--- config.mk ---
export PLATFORM = sky130hd
export DESIGN_NAME = ost_timer
export DESIGN_NICKNAME = d
export VERILOG_FILES = /design/src/rtl/ost_pkg.sv /design/src/rtl/ost_ctrl_fsm.sv /design/src/rtl/ost_counter.sv /design/src/rtl/ost_event.sv /design/src/rtl/ost_timer.sv
export SDC_FILE = /design/constraint.sdc
export NUM_CORES = 1
export LEC_CHECK = 0
export BUFFER_PORTS_ARGS = -buffer_cell sky130_fd_sc_hd__buf_4
export CAP_MARGIN = 5
export CORE_UTILIZATION = 54
export CTS_BUF_LIST = sky130_fd_sc_hd__clkbuf_4 sky130_fd_sc_hd__clkbuf_8 sky130_fd_sc_hd__clkbuf_16
export DETAILED_ROUTE_END_ITERATION = 6
export GPL_ROUTABILITY_DRIVEN = 1
export GPL_TIMING_DRIVEN = 0
export PLACE_DENSITY = 0.76
export SLEW_MARGIN = 15
export SYNTH_ARGS = -nofsm -noshare
export SYNTH_HDL_FRONTEND = slang
export SYNTH_SLANG_ARGS = --single-unit
--- constraint.sdc ---
create_clock -name clk -period 2.15 [get_ports clk]
set_input_delay 0.5375 -clock clk [delete_from_list [all_inputs] [get_ports clk]]
set_output_delay 0.5375 -clock clk [all_outputs]
set_load 0.01 [all_outputs]
--- src/rtl/ost_pkg.sv ---
package ost_pkg;
    typedef enum logic [0:0] {
        ST_HALT = 1'b0,
        ST_RUN  = 1'b1
    } run_state_t;

    localparam int ADDR_W = 2;
    localparam logic [ADDR_W-1:0] A_CTRL = 2'd0;
    localparam logic [ADDR_W-1:0] A_CMP  = 2'd1;
    localparam logic [ADDR_W-1:0] A_CNT  = 2'd2;
    localparam logic [ADDR_W-1:0] A_STAT = 2'd3;

    localparam int BIT_RUN  = 0;
    localparam int BIT_MODE = 1;
    localparam int BIT_FLAG = 0;
endpackage

--- src/rtl/ost_ctrl_fsm.sv ---
module ost_ctrl_fsm
    import ost_pkg::*;
(
    input  logic clk,
    input  logic rst_n,
    input  logic ctrl_wr,
    input  logic wr_run,
    input  logic wr_mode,
    input  logic hit,
    output logic running,
    output logic single
);
    run_state_t state_q, state_d;
    logic       mode_q;

    // state register
    always_ff @(posedge clk or negedge rst_n) begin
        if (!rst_n) state_q <= ST_HALT;
        else        state_q <= state_d;
    end

    // mode register: written only by software
    always_ff @(posedge clk or negedge rst_n) begin
        if (!rst_n)       mode_q <= 1'b0;
        else if (ctrl_wr) mode_q <= wr_mode;
    end

    // next state: software write outranks the automatic halt
    always_comb begin
        state_d = state_q;
        unique case (state_q)
            ST_HALT: begin
                if (ctrl_wr && wr_run) state_d = ST_RUN;     // START
            end
            ST_RUN: begin
                if (ctrl_wr)           state_d = wr_run ? ST_RUN : ST_HALT; // STOP
                else if (hit && mode_q) state_d = ST_HALT;   // AUTO_HALT
            end
            default: state_d = ST_HALT;
        endcase
    end

    // outputs
    always_comb begin
        running = (state_q == ST_RUN);
        single  = mode_q;
    end
endmodule

--- src/rtl/ost_counter.sv ---
module ost_counter #(
    parameter int W = 16
) (
    input  logic         clk,
    input  logic         rst_n,
    input  logic         advance,
    input  logic         load,
    input  logic         cmp_wr,
    input  logic [W-1:0] wdata,
    output logic [W-1:0] count,
    output logic [W-1:0] compare,
    output logic         hit
);
    logic [W-1:0] count_q, cmp_q;

    always_ff @(posedge clk or negedge rst_n) begin
        if (!rst_n)       count_q <= '0;
        else if (load)    count_q <= wdata;
        else if (advance) count_q <= count_q + 1'b1;
    end

    always_ff @(posedge clk or negedge rst_n) begin
        if (!rst_n)      cmp_q <= '0;
        else if (cmp_wr) cmp_q <= wdata;
    end

    always_comb begin
        count   = count_q;
        compare = cmp_q;
        hit     = advance && (count_q == cmp_q);
    end
endmodule

--- src/rtl/ost_event.sv ---
module ost_event (
    input  logic clk,
    input  logic rst_n,
    input  logic hit,
    input  logic clr_req,
    output logic flag,
    output logic pulse
);
    logic flag_q, pulse_q;

    always_ff @(posedge clk or negedge rst_n) begin
        if (!rst_n) begin
            flag_q  <= 1'b0;
            pulse_q <= 1'b0;
        end else begin
            pulse_q <= hit;
            if (hit)          flag_q <= 1'b1;
            else if (clr_req) flag_q <= 1'b0;
        end
    end

    assign flag  = flag_q;
    assign pulse = pulse_q;
endmodule

--- src/rtl/ost_timer.sv ---
module ost_timer
    import ost_pkg::*;
#(
    parameter int W = 16
) (
    input  logic              clk,
    input  logic              rst_n,
    input  logic              tick_en,
    input  logic              wr_en,
    input  logic [ADDR_W-1:0] wr_addr,
    input  logic [W-1:0]      wr_data,
    input  logic [ADDR_W-1:0] rd_addr,
    output logic [W-1:0]      rd_data,
    output logic              irq,
    output logic              match_out
);
    logic ctrl_wr, cmp_wr, cnt_wr, clr_req;
    logic running, single, hit, advance;
    logic [W-1:0] count, compare;

    always_comb begin
        ctrl_wr = wr_en && (wr_addr == A_CTRL);
        cmp_wr  = wr_en && (wr_addr == A_CMP);
        cnt_wr  = wr_en && (wr_addr == A_CNT);
        clr_req = wr_en && (wr_addr == A_STAT) && wr_data[BIT_FLAG];
        advance = running && tick_en;
    end

    ost_ctrl_fsm u_fsm (
        .clk     (clk),
        .rst_n   (rst_n),
        .ctrl_wr (ctrl_wr),
        .wr_run  (wr_data[BIT_RUN]),
        .wr_mode (wr_data[BIT_MODE]),
        .hit     (hit),
        .running (running),
        .single  (single)
    );

    ost_counter #(.W(W)) u_cnt (
        .clk     (clk),
        .rst_n   (rst_n),
        .advance (advance),
        .load    (cnt_wr),
        .cmp_wr  (cmp_wr),
        .wdata   (wr_data),
        .count   (count),
        .compare (compare),
        .hit     (hit)
    );

    ost_event u_evt (
        .clk     (clk),
        .rst_n   (rst_n),
        .hit     (hit),
        .clr_req (clr_req),
        .flag    (irq),
        .pulse   (match_out)
    );

    always_comb begin
        unique case (rd_addr)
            A_CTRL:  rd_data = {{(W-2){1'b0}}, single, running};
            A_CMP:   rd_data = compare;
            A_CNT:   rd_data = count;
            A_STAT:  rd_data = {{(W-1){1'b0}}, irq};
            default: rd_data = '0;
        endcase
    end
endmodule

# [Yosys cells after proc, flatten, opt, wreduce, memory -nomap -nowiden]
# Index checks and enable logic that the tools add are counted.
# W data, S select, Z words.
[word_totals] elab_cells=38 input_bits=24 output_inout_bits=18 regBits=36
[op_classes] n_mux=10 add_sub_neg=1 n_eq_ne=7 bitwise=1 reduce_logical=13
[op_table] operator="$pmux W16 S4" n=1
[op_table] operator="$mux W16" n=2
[op_table] operator="$add A16 B1 Y16 const B" n=1
[op_table] operator="$eq A16 B16 Y1" n=1
[op_table] operator="$logic_and A1 B1 Y1" n=9
[op_table] operator="$eq A2 B2 Y1 const B" n=4
[op_table] operator="$mux W1" n=6
[op_table] operator="$eq A2 B1 Y1 const B" n=2
[op_table] operator="$logic_not A2 Y1" n=2
[op_table] operator="$reduce_bool A2 Y1" n=2
[op_table] operator="$pmux W1 S2" n=1
[op_table] operator="$not A1 Y1" n=1

# [Depth between registers and ports, before layout]
[depth] ltp_word=6 mapped_depth=5

# [By module]
# Synthesis repeated with hierarchy kept, for this count alone.
[hier_totals] cells_unflattened=196 hier_area_um2=2155.8
[modules_own_cells] module="ost_counter" cells_per_inst=158 n_inst=1 area_per_inst_um2=1736.7
[modules_own_cells] module="ost_timer" cells_per_inst=28 n_inst=1 area_per_inst_um2=270.3
[modules_own_cells] module="ost_ctrl_fsm" cells_per_inst=6 n_inst=1 area_per_inst_um2=87.6
[modules_own_cells] module="ost_event" cells_per_inst=4 n_inst=1 area_per_inst_um2=61.3

# [Worst setup path after synthesis]
# OpenSTA, ideal clock, no wires.
[synth_timing] path_kind="input to output" start="input port rd_addr[0]" end="output port rd_data[12]" required_time_ns=1.612 t_arrival_ns=1.326 cell_stages=3 setup_slack_ns=0.286 path_cell_list="nor2b_1 > clkbuf_1 > a22o_1"
[synth_between] elab_chain_cells=2 elab_cells_between_ends=5 classes_between="eq/ne: 3; mux: 1; reduce/logical: 1"
[synth_lines] element="from (decl)" line_no="ost_timer.sv:12" source="input logic [ADDR_W-1:0] rd_addr,"
[synth_lines] element="$eq A2 B2 Y1, or another cell as far along" line_no="ost_timer.sv:62" source="unique case (rd_addr)"
[synth_lines] element="$pmux W16 S4 (*)" line_no="ost_timer.sv:62"
[synth_lines] element="to (decl)" line_no="ost_timer.sv:13" source="output logic [W-1:0] rd_data,"
# Every way passes the cells marked *; elsewhere a longest branch is shown, timed or not.

# [Worst setup path in the final report]
[layout_timing] start="input port rd_addr[0]" end="output port rd_data[1]"
# Same word-level chain as after synthesis.

==> flow_metrics.tcl <==
set metrics [dict create \
    outcome "complete, no violations" \
    detail-route-antenna-nets 0 \
    worstSetupEndpointType "output port" \
    ir_worst_vdd_mv 0.551 \
    cts_max_level 2 \
    crit_top_cell "buf_4" \
    nets 273 \
    slew_viol_final 0 \
    synth_top_area_frac 0.438 \
    grt_pass1_wl_um 8000 \
    cts_buffer_depth 2 \
    worstPathRequired_ns 1.61 \
    finalSetupViolCount 0 \
    clkLatencyLatePin_ns 0.29 \
    final_cell_mix "buf_4, dfrtp_1, nor2_1" \
    crit_family "buffers and inverters" \
    tns_ns 0 \
    dpl_worst_slack_ns -0.318 \
    cts_tree "yes" \
    hold_viol 0 \
    dr_total_vias 1692 \
    place.gp.congestion 0.849 \
    synth_fp_nets 225 \
    syn_to_final_growth_pct 22.3 \
    crit_path_max_fanout 10 \
    cts_buffers 5 \
    path_buf_inv 3 \
    coreArea_um2 3660 \
    hp-class "in2async" \
    multi_input_area_um2 1090 \
    crit_chain "buf_4 > nor2b_4 > clkbuf_4 > nand2_1 > o21ai_0 > buf_4" \
    cts.clk_slew.worst_paths_ns 0.06 \
    critPathMaxStageDelay_ns 0.27 \
    port_buffers 41 \
    worst_pin_slew_ns 0.610 \
    fp.dieW_um 63.7 \
    cts_sinks 36 \
    die_area_um2 4060 \
    overflow 0 \
    start_util 0.562 \
    cap_viol_max_count 0 \
    fin_crit_ns 2.00 \
    cts_root_buf "clkbuf_8" \
    drt_iter0_markers 132 \
    finalCritPeriodShare 0.928 \
    cellPowerDensity_nw_per_um2 935 \
    drive_gt1_frac 0.313 \
    yosysUniqueCellTypes 38 \
    critPathArrivalTime_ns 1.46 \
    slowest_stage "clkbuf_4" \
    grt_start_max_net_pins 37 \
    p_leak_uw 0.00109 \
    diodes 0 \
    firstDrtPassIters 4 \
    dp_cells 289 \
    syn_area_per_cell_um2 10.3 \
    seqCellArea_um2 901 \
    rsz0062_at_grt "false" \
    grt_pass1_vias 1642 \
    ios 42 \
    vias_per_cell 5.76 \
    max_freq_ghz 0.501 \
    synth-seq-cells 36 \
    ys.warnings.count 0 \
    chipHeight_um 63.7 \
    synthTopCellsByArea "dfrtp_1, mux2_2, xnor2_1" \
    stdcell_count 294 \
    drc 0 \
    fillerInstances 289 \
    syn_inst 200 \
    slew_headroom 0.583 \
    wl_per_cell_um 16.2 \
    startpoint_type "primary input" \
    grt_util_all_layers 0.264 \
    mostFrequentLayoutCell "buf_4" \
    antenna_found_initial 0 \
    setup_ws_ns 0.154 \
    ys_seq_area_frac 0.438 \
    finalClockSkew_ns 0.00255 \
    post-synth-top-area-cell "dfrtp_1" \
    crit_type "in2out" \
    row_count 22 \
    dpl.hpwl_um 3470 \
    synthesis.area_um2 2060 \
    total_power_uw 2350 \
    totalWireLength_um 4770 \
]
## sequential cells by signal, summed over array words and instances, names as in the netlist
register       cells
u_evt.flag         1
u_cnt.compare     16
u_fsm.single       1
u_evt.pulse        1
u_cnt.count       16
u_fsm.running      1
## final timing paths
kind                                                 endpoint  slack, ns  depth (start not counted)                     startpoint
worst max-delay path                               rd_data[1]       0.15                          6                     rd_addr[0]
worst min-delay path                   u_evt.flag$_DFFE_PN0P_       0.20                          1                          rst_n
worst max register to register    u_cnt.count[14]$_DFFE_PN0P_       0.29                          5     u_cnt.count[4]$_DFFE_PN0P_
worst min register to register  u_cnt.compare[14]$_DFFE_PN0P_       0.54                          2  u_cnt.compare[14]$_DFFE_PN0P_
max in group asynchronous       u_cnt.compare[13]$_DFFE_PN0P_       1.63                          1                          rst_n
min in group clk                     u_fsm.single$_DFFE_PN0P_       0.47                          2                     wr_data[1]
## cell usage after synthesis
| library cell | instances |
|---|---|
| dfrtp_1 | 36 |
| nor2_1 | 19 |
| xnor2_1 | 18 |
| mux2_2 | 16 |
| a21oi_1 | 14 |
| a22o_1 | 13 |
| nand2_1 | 10 |
| xor2_1 | 8 |
| clkbuf_1 | 6 |
| nand4_1 | 5 |
| o21ai_0 | 5 |
| inv_1 | 4 |
| nand3_1 | 4 |
| nor2b_1 | 4 |
| nor3_1 | 4 |
| nor4_1 | 4 |
| clkbuf_2 | 3 |
| or3_1 | 3 |
| a31oi_1 | 2 |
| buf_6 | 2 |
| mux2i_1 | 2 |
| nand3b_1 | 2 |
| a2111oi_0 | 1 |
| a21o_1 | 1 |
| a22o_2 | 1 |
| and2b_1 | 1 |
| and4_1 | 1 |
| buf_2 | 1 |
| ha_1 | 1 |
| mux4_2 | 1 |
| nand2b_1 | 1 |
| nand4_2 | 1 |
| nand4_4 | 1 |
| nand4b_1 | 1 |
| nor3b_1 | 1 |
| o21a_1 | 1 |
| o221ai_1 | 1 |
| or4_4 | 1 |
## where the power goes
group / leakage [µW] / switching [µW] / internal (µW) / total, µW
Clock: 0.0000359 / 224 / 209 / 432
Sequential: 0.000418 / 161 / 841 / 1000
Combinational: 0.000635 / 454 / 465 / 918
Total: 0.00109 / 838 / 1510 / 2350
## layer usage
metal,vias up,routed length (µm),global-route usage
met5,-,0,0
met4,0,56,0.0881
met3,6,252,0.0688
met2,59,2270,0.408
met1,822,2190,0.358
li1,805,-,-
## cell type report
cell class | count | area share
tap | 48 | 0.0239
clock buffer | 5 | 0.0274
sequential | 36 | 0.358
timing repair buffer | 41 | 0.122
inverter | 4 | 0.00597
buffer | 12 | 0.0289
multi-input combinational | 148 | 0.433
## cells by family (layout without fill, tap and decap cells)
| kind of cell | Yosys count | in the layout | share of synthesized area |
|---|---|---|---|
| DFF | 36 | 36 | 0.438 |
| AOI/OAI and AO/OA | 39 | 39 | 0.128 |
| and+or+nand+nor | 63 | 63 | 0.169 |
| xor gates and xnor gates | 26 | 26 | 0.111 |
| muxes | 19 | 19 | 0.108 |
| buffers and inverters | 16 | 62 | 0.0389 |
| adders and majority gates | 1 | 1 | 0.00609 |
## per-stage QoR
stage                util  hold slack (ns)  cell area [µm²]
global placement    0.662            0.509             2420
CTS                 0.683            0.211             2500
floorplan               -            0.242             2060
global route        0.687            0.230             2510
detailed placement  0.662            0.523             2420
finish              0.687            0.196             2510
## worst reg2reg max path, cell delays in order (launching register included)
cell and delay, ns:
dfrtp_1 0.32, clkbuf_2 0.20, nand4_4 0.19, or4_4 0.54
or3_1 0.35, a31oi_1 0.18
## what timing repair did
item	in CTS	in global routing
setup endpoints to repair	11	11
pin swaps	0	0
gates resized for setup	4	6
buffers inserted	0	0
hold buffers	0	0
Power figures use the tool's default switching activity.
